$ cat src/rtl/stream_pf_pkg.sv
package stream_pf_pkg;

  // Address of the k-th prefetch of a burst, in 64-bit modular arithmetic.
  // The caller truncates the result to its own address width.
  function automatic logic [63:0] stride_target(input logic [63:0] base,
                                                input logic [63:0] step,
                                                input logic [63:0] k);
    return base + step * k;
  endfunction

  // Increment that stops at the ceiling instead of wrapping.
  function automatic logic [7:0] sat_inc(input logic [7:0] v,
                                         input logic [7:0] ceiling);
    return (v >= ceiling) ? ceiling : v + 8'd1;
  endfunction

endpackage

$ cat src/rtl/pst_match.sv
module pst_match #(
  parameter int ENTRIES = 16,
  parameter int PC_W    = 32,
  localparam int IDX_W  = $clog2(ENTRIES)
) (
  input  logic                             lookup_en,
  input  logic [PC_W-1:0]                  pc,
  input  logic [ENTRIES-1:0]               ent_valid,
  input  logic [ENTRIES-1:0][PC_W-1:0]     ent_tag,
  output logic [ENTRIES-1:0]               hit_vec,
  output logic                             hit,
  output logic [IDX_W-1:0]                 hit_idx
);

  for (genvar i = 0; i < ENTRIES; i++) begin : g_cmp
    assign hit_vec[i] = lookup_en && ent_valid[i] && (ent_tag[i] == pc);
  end

  assign hit = |hit_vec;

  always_comb begin
    hit_idx = '0;
    for (int i = 0; i < ENTRIES; i++) begin
      if (hit_vec[i]) hit_idx = IDX_W'(i);
    end
  end

endmodule

$ cat src/rtl/pst_lru.sv
module pst_lru #(
  parameter int ENTRIES = 16,
  localparam int IDX_W  = $clog2(ENTRIES)
) (
  input  logic             clk,
  input  logic             rst_n,
  input  logic             touch,
  input  logic [IDX_W-1:0] touch_idx,
  output logic [IDX_W-1:0] victim_idx
);

  // Age 0 is most recently used and age ENTRIES-1 least recently used.
  // ENTRIES must be a power of two so that the ages form a permutation.
  logic [ENTRIES-1:0][IDX_W-1:0] age;
  logic [IDX_W-1:0]              touched_age;

  assign touched_age = age[touch_idx];

  always_comb begin
    victim_idx = '0;
    for (int i = 0; i < ENTRIES; i++) begin
      if (age[i] == IDX_W'(ENTRIES - 1)) victim_idx = IDX_W'(i);
    end
  end

  always_ff @(posedge clk) begin
    if (!rst_n) begin
      for (int i = 0; i < ENTRIES; i++) age[i] <= IDX_W'(i);
    end else if (touch) begin
      for (int i = 0; i < ENTRIES; i++) begin
        if (IDX_W'(i) == touch_idx)    age[i] <= '0;
        else if (age[i] < touched_age) age[i] <= age[i] + 1'b1;
      end
    end
  end

endmodule

$ cat src/rtl/pst_burst_fifo.sv
module pst_burst_fifo #(
  parameter int W     = 33,
  parameter int DEPTH = 4,
  parameter int BURST = 4,
  localparam int PW   = $clog2(DEPTH),
  localparam int CW   = $clog2(DEPTH + 1)
) (
  input  logic                        clk,
  input  logic                        rst_n,
  input  logic                        push,
  input  logic [BURST-1:0][W-1:0]     push_data,
  input  logic                        pop,
  output logic                        out_valid,
  output logic [W-1:0]                out_data,
  output logic                        room,
  output logic [CW-1:0]               count
);

  // DEPTH is a power of two so that the pointers wrap by themselves.
  logic [DEPTH-1:0][W-1:0] mem;
  logic [PW-1:0]           wr_ptr;
  logic [PW-1:0]           rd_ptr;
  logic                    do_pop;

  assign out_valid = (count != '0);
  assign out_data  = mem[rd_ptr];
  assign room      = (count <= CW'(DEPTH - BURST));
  assign do_pop    = pop && out_valid;

  always_ff @(posedge clk) begin
    if (!rst_n) begin
      mem    <= '0;
      wr_ptr <= '0;
      rd_ptr <= '0;
      count  <= '0;
    end else begin
      if (push) begin
        for (int k = 0; k < BURST; k++) mem[wr_ptr + PW'(k)] <= push_data[k];
        wr_ptr <= wr_ptr + PW'(BURST);
      end
      if (do_pop) rd_ptr <= rd_ptr + 1'b1;
      count <= count + (push ? CW'(BURST) : CW'(0)) - (do_pop ? CW'(1) : CW'(0));
    end
  end

endmodule

$ cat src/rtl/stream_pf_table.sv
module stream_pf_table
  import stream_pf_pkg::*;
#(
  parameter int ENTRIES    = 16,
  parameter int PC_W       = 32,
  parameter int ADDR_W     = 32,
  parameter int CNT_W      = 3,
  parameter int THRESH     = 4,
  parameter int BURST      = 4,
  parameter int FIFO_DEPTH = 4
) (
  input  logic              clk,
  input  logic              rst_n,
  input  logic              acc_valid,
  input  logic              acc_has_pc,
  input  logic [PC_W-1:0]   acc_pc,
  input  logic [ADDR_W-1:0] acc_addr,
  input  logic              acc_secure,
  input  logic              pf_ready,
  output logic              pf_valid,
  output logic [ADDR_W-1:0] pf_addr,
  output logic              pf_secure
);

  localparam int IDX_W   = $clog2(ENTRIES);
  localparam int CNT_MAX = (1 << CNT_W) - 1;
  localparam int FW      = ADDR_W + 1;
  localparam int FCW     = $clog2(FIFO_DEPTH + 1);

  // Table state
  logic [ENTRIES-1:0]              ent_valid;
  logic [ENTRIES-1:0][PC_W-1:0]    ent_tag;
  logic [ENTRIES-1:0][ADDR_W-1:0]  ent_addr;
  logic [ENTRIES-1:0][CNT_W-1:0]   ent_cnt;

  // Named events, also used by the checker
  logic                   lookup_en;
  logic [ENTRIES-1:0]     hit_vec;
  logic                   hit;
  logic [IDX_W-1:0]       hit_idx;
  logic [IDX_W-1:0]       victim_idx;
  logic [IDX_W-1:0]       touch_idx;
  logic [ADDR_W-1:0]      old_addr;
  logic [ADDR_W-1:0]      delta;
  logic                   addr_moved;
  logic [CNT_W-1:0]       cnt_next;
  logic                   burst_fire;
  logic                   burst_push;
  logic                   fifo_room;
  logic [FCW-1:0]         fifo_count;
  logic [BURST-1:0][FW-1:0] burst_data;
  logic [FW-1:0]          head;

  assign lookup_en = acc_valid && acc_has_pc;

  pst_match #(.ENTRIES(ENTRIES), .PC_W(PC_W)) u_match (
    .lookup_en (lookup_en),
    .pc        (acc_pc),
    .ent_valid (ent_valid),
    .ent_tag   (ent_tag),
    .hit_vec   (hit_vec),
    .hit       (hit),
    .hit_idx   (hit_idx)
  );

  assign touch_idx = hit ? hit_idx : victim_idx;

  pst_lru #(.ENTRIES(ENTRIES)) u_lru (
    .clk        (clk),
    .rst_n      (rst_n),
    .touch      (lookup_en),
    .touch_idx  (touch_idx),
    .victim_idx (victim_idx)
  );

  // Stride detection on a hit
  assign old_addr   = ent_addr[hit_idx];
  assign delta      = acc_addr - old_addr;
  assign addr_moved = hit && (acc_addr != old_addr);
  assign cnt_next   = CNT_W'(sat_inc(8'(ent_cnt[hit_idx]), 8'(CNT_MAX)));
  assign burst_fire = addr_moved && (int'(cnt_next) >= THRESH);
  assign burst_push = burst_fire && fifo_room;

  for (genvar k = 0; k < BURST; k++) begin : g_tgt
    assign burst_data[k] = {acc_secure,
                            ADDR_W'(stride_target(64'(acc_addr), 64'(delta), 64'(k + 1)))};
  end

  always_ff @(posedge clk) begin
    if (!rst_n) begin
      ent_valid <= '0;
      ent_tag   <= '0;
      ent_addr  <= '0;
      ent_cnt   <= '0;
    end else if (lookup_en) begin
      if (hit) begin
        ent_addr[hit_idx] <= acc_addr;
        if (addr_moved) ent_cnt[hit_idx] <= cnt_next;
      end else begin
        ent_valid[victim_idx] <= 1'b1;
        ent_tag[victim_idx]   <= acc_pc;
        ent_addr[victim_idx]  <= acc_addr;
        ent_cnt[victim_idx]   <= '0;
      end
    end
  end

  pst_burst_fifo #(.W(FW), .DEPTH(FIFO_DEPTH), .BURST(BURST)) u_fifo (
    .clk       (clk),
    .rst_n     (rst_n),
    .push      (burst_push),
    .push_data (burst_data),
    .pop       (pf_ready),
    .out_valid (pf_valid),
    .out_data  (head),
    .room      (fifo_room),
    .count     (fifo_count)
  );

  assign pf_addr   = head[ADDR_W-1:0];
  assign pf_secure = head[ADDR_W];

endmodule

$ cat config.mk
export PLATFORM = sky130hd
export DESIGN_NAME = stream_pf_table
export DESIGN_NICKNAME = d
export VERILOG_FILES = /design/src/rtl/stream_pf_pkg.sv /design/src/rtl/pst_match.sv /design/src/rtl/pst_lru.sv /design/src/rtl/pst_burst_fifo.sv /design/src/rtl/stream_pf_table.sv
export SDC_FILE = /design/constraint.sdc
export NUM_CORES = 2
export LEC_CHECK = 0
export ABC_AREA = 1
export CAP_MARGIN = 20
export CELL_PAD_IN_SITES_DETAIL_PLACEMENT = 0
export CELL_PAD_IN_SITES_GLOBAL_PLACEMENT = 2
export CORE_MARGIN = 2
export CORE_UTILIZATION = 35
export CTS_BUF_LIST = sky130_fd_sc_hd__clkbuf_16
export CTS_CLUSTER_SIZE = 30
export DETAILED_ROUTE_END_ITERATION = 10
export PLACE_DENSITY_LB_ADDON = 0.1
export SLEW_MARGIN = 5
export SYNTH_ARGS = -nofsm -noshare
export SYNTH_HDL_FRONTEND = slang
export SYNTH_SLANG_ARGS = --single-unit
$ cat constraint.sdc
create_clock -name clk -period 26.8 [get_ports clk]
set_input_delay 4.02 -clock clk [delete_from_list [all_inputs] [get_ports clk]]
set_output_delay 4.02 -clock clk [all_outputs]
set_load 0.1 [all_outputs]
==> run metrics <==
Setup TNS=0 ns; clk sinks=1284; CTS root buffer=clkbuf_16; Initial Util=35.2%; postcts setup bufs=0; Seq/Total Area, Yosys=37.6%; Crit-path slowest cell=buf_4; Hold Crit Endpoint=ent_tag[434]; final worst setup slack=11.37 ns; CP Class=input port to flop; clock slew at reported path FFs=0.07 ns; DRC viols=0; die area=199000 µm²; Design Power=6770 µW; status=complete, no violations; Area Growth Syn to Fin=11.2%; Max-slew headroom=19.5%; Max FO, Critical Path=79; crit path DAT=16.19 ns; # hold bufs at CTS=0; worst hold start=ent_tag[434]; EDFF count, synth=0; TritonCTS clock tree=done; CTS-repair resized insts=0; CTS H-tree depth=4; row count=162; RSZ-0062 raised after global routing=false; GRT Total Usage=27.7%; total of max-cap violations=0; Max IR drop VDD=0.0645 mV; fin. max-slew vios=0; wire per inst=between 20 and 25 µm; Slew @ Worst Pin=approximately 1.2 ns; final hold viol count=0; largest delay contributor family on the critical path=simple AND/OR/NAND/NOR gates; initial antenna violation count=14; port buffer count=roughly 100; Final Setup Violations=0; first-pass GRT wire length=417000 µm; WP data required=27.56 ns; Ys Warns=0; cts bufs inserted=159; Cells after Synth=between 9000 and 10000; routability congestion estimate=0.896; clock latency on the worst-skew pair=around 0.83 ns; commonest non-fill, non-tap cells in the layout=a21oi_1, dfxtp_1, o21ai_0; DP Worst Slack=about 10 ns; CP startpoint kind=input port; Post-DP HPWL=182000 µm; DRT Pass-1 Iters=6; layout cells sized above 1=~6.3%; Top Ports=104; final non-filler cell total=11900; Synth Flop Type=dfxtp_1; Tcrit/Tclk final=between 50% and 60%; syn avg cell area=7.26 µm²; R2R cell count=51; pin count of the biggest net entering global routing=123; final WL=282000 µm; Via density=5.51; syn_nets=9746; NumNets Final=9499; crit-path max cell delay=0.70 ns; post-route ant nets=0; P per Cell Area=between 80 and 90 nW/µm²; minimum clock period=roughly 15 ns; Iter 0 DRT Violations=5916; critical path depth=61; vias in the first global route=61900; Layout Skew=around 0.03 ns; core area=about 190000 µm²; FMAX=64.8 MHz; async set-reset flop share out of synthesis=0%; Netlist Area Pre-Place=68400 µm²; Worst R2R Setup Slack=15.73 ns; count of cell types in the netlist=69; Hold Slack=between 0.4 and 0.5 ns; critical path buffer and inverter count=9; commonest non-fill, non-tap cell in the layout=a21oi_1; die height=446 µm; Leak Pwr=0.0305 µW; Synth Register Bits=about 1300; maximum clock path buffer count=3; reg2reg end=u_fifo.mem[97]; Worst Hold Class=flop to flop; GR Overflow Total=0; chip width=446 µm; most used cell, CP=nand2_1; hold path depth=2; crit path capture type=flop; # placed instances=11600; via count=65300; reg2reg start=ent_tag[204]
## flip-flops by register name (all words and copies together) (netlist names)
| register | count |
|---|---|
| u_fifo.count | 3 |
| u_lru.age | 64 |
| u_fifo.mem | 127 |
| ent_cnt | 48 |
| ent_valid | 16 |
| ent_addr | 512 |
| u_fifo.rd_ptr | 2 |
| ent_tag | 512 |
## Yosys cell counts (96+ instances only)
cell,count,area [µm²]
clkbuf_1,481,1810
nor2_1,823,3090
nand4_1,238,1490
xor2_1,196,1720
ha_1,225,2820
xnor2_1,308,2700
nor3_1,99,495
a21oi_1,1290,6460
o21ai_0,1282,6420
o22ai_1,295,1850
nand3_1,397,1990
inv_1,554,2080
o21ai_1,98,490
nor4_1,96,601
nand2_1,1203,4520
dfxtp_1,1284,25700
## metrics by stage
| step | util (%) | area [µm²] |
|---|---|---|
| 2_1_floorplan | - | 68400 |
| 3_3_place_gp | 36.4 | 70800 |
| 3_5_place_dp | 36.4 | 70800 |
| 4_1_cts | 39.0 | 75900 |
| 5_1_grt | 39.1 | 76100 |
| 6_report | 39.1 | 76100 |
## per-layer routing
layer  vias up  wire length (µm)  track usage, %
met5         -                49               0
met4        10              5500            5.97
met3       330             14700            3.61
met2      1651            126000            44.1
met1     31500            136000            39.7
li1      31900                 -               -
## worst max path at each step
stage                          start        endpoint  slack, ns
after floorplan           acc_pc[31]  u_fifo.mem[97]      15.19
after global placement     acc_valid  u_fifo.mem[97]      10.54
after detailed placement   acc_valid  u_fifo.mem[97]      10.49
after CTS                  acc_valid  u_fifo.mem[97]      11.37
after global routing       acc_valid  u_fifo.mem[97]      10.44
final                      acc_valid  u_fifo.mem[97]      11.37
## cell type report
cell class | instances | area, µm²
Fill cell | 20500 | 119000
Multi-Input combinational cell | 6874 | 37700
Sequential cell | 1284 | 25700
Clock buffer | 164 | 4100
Tap cell | 2542 | 3180
Inverter | 614 | 2320
Timing Repair Buffer | 242 | 2040
Clock inverter | 130 | 1020
Antenna cell | 4 | 10.0
## worst reg2reg max path: cells and delay by family, from the launching register on
kind,cells,cell delay (ns)
AO/OA/AOI/OAI,12,2.69
XOR/XNOR,4,1.34
adder cells (fa/ha/maj),4,1.51
buffers and inverters,5,1.01
flip-flops,1,0.32
AND/OR/NAND/NOR,26,4.14
## kinds of logic after synthesis
| family | Yosys count | synth area share, % |
|---|---|---|
| buf+inv | 1264 | 7.69 |
| fa+ha+maj | 254 | 4.96 |
| xor+xnor | 508 | 6.56 |
| compound gates | 3041 | 23.1 |
| simple gates | 3071 | 20.1 |
| flops | 1284 | 37.6 |
## report_power, final
| part | total (µW) | internal (µW) | leakage, µW | switching (µW) |
|---|---|---|---|---|
| clock network | 2150 | 1240 | 0.00268 | 919 |
| logic | 2380 | 750 | 0.0175 | 1630 |
| registers | 2240 | 2100 | 0.0104 | 134 |
(Power assumes the default switching activity.)
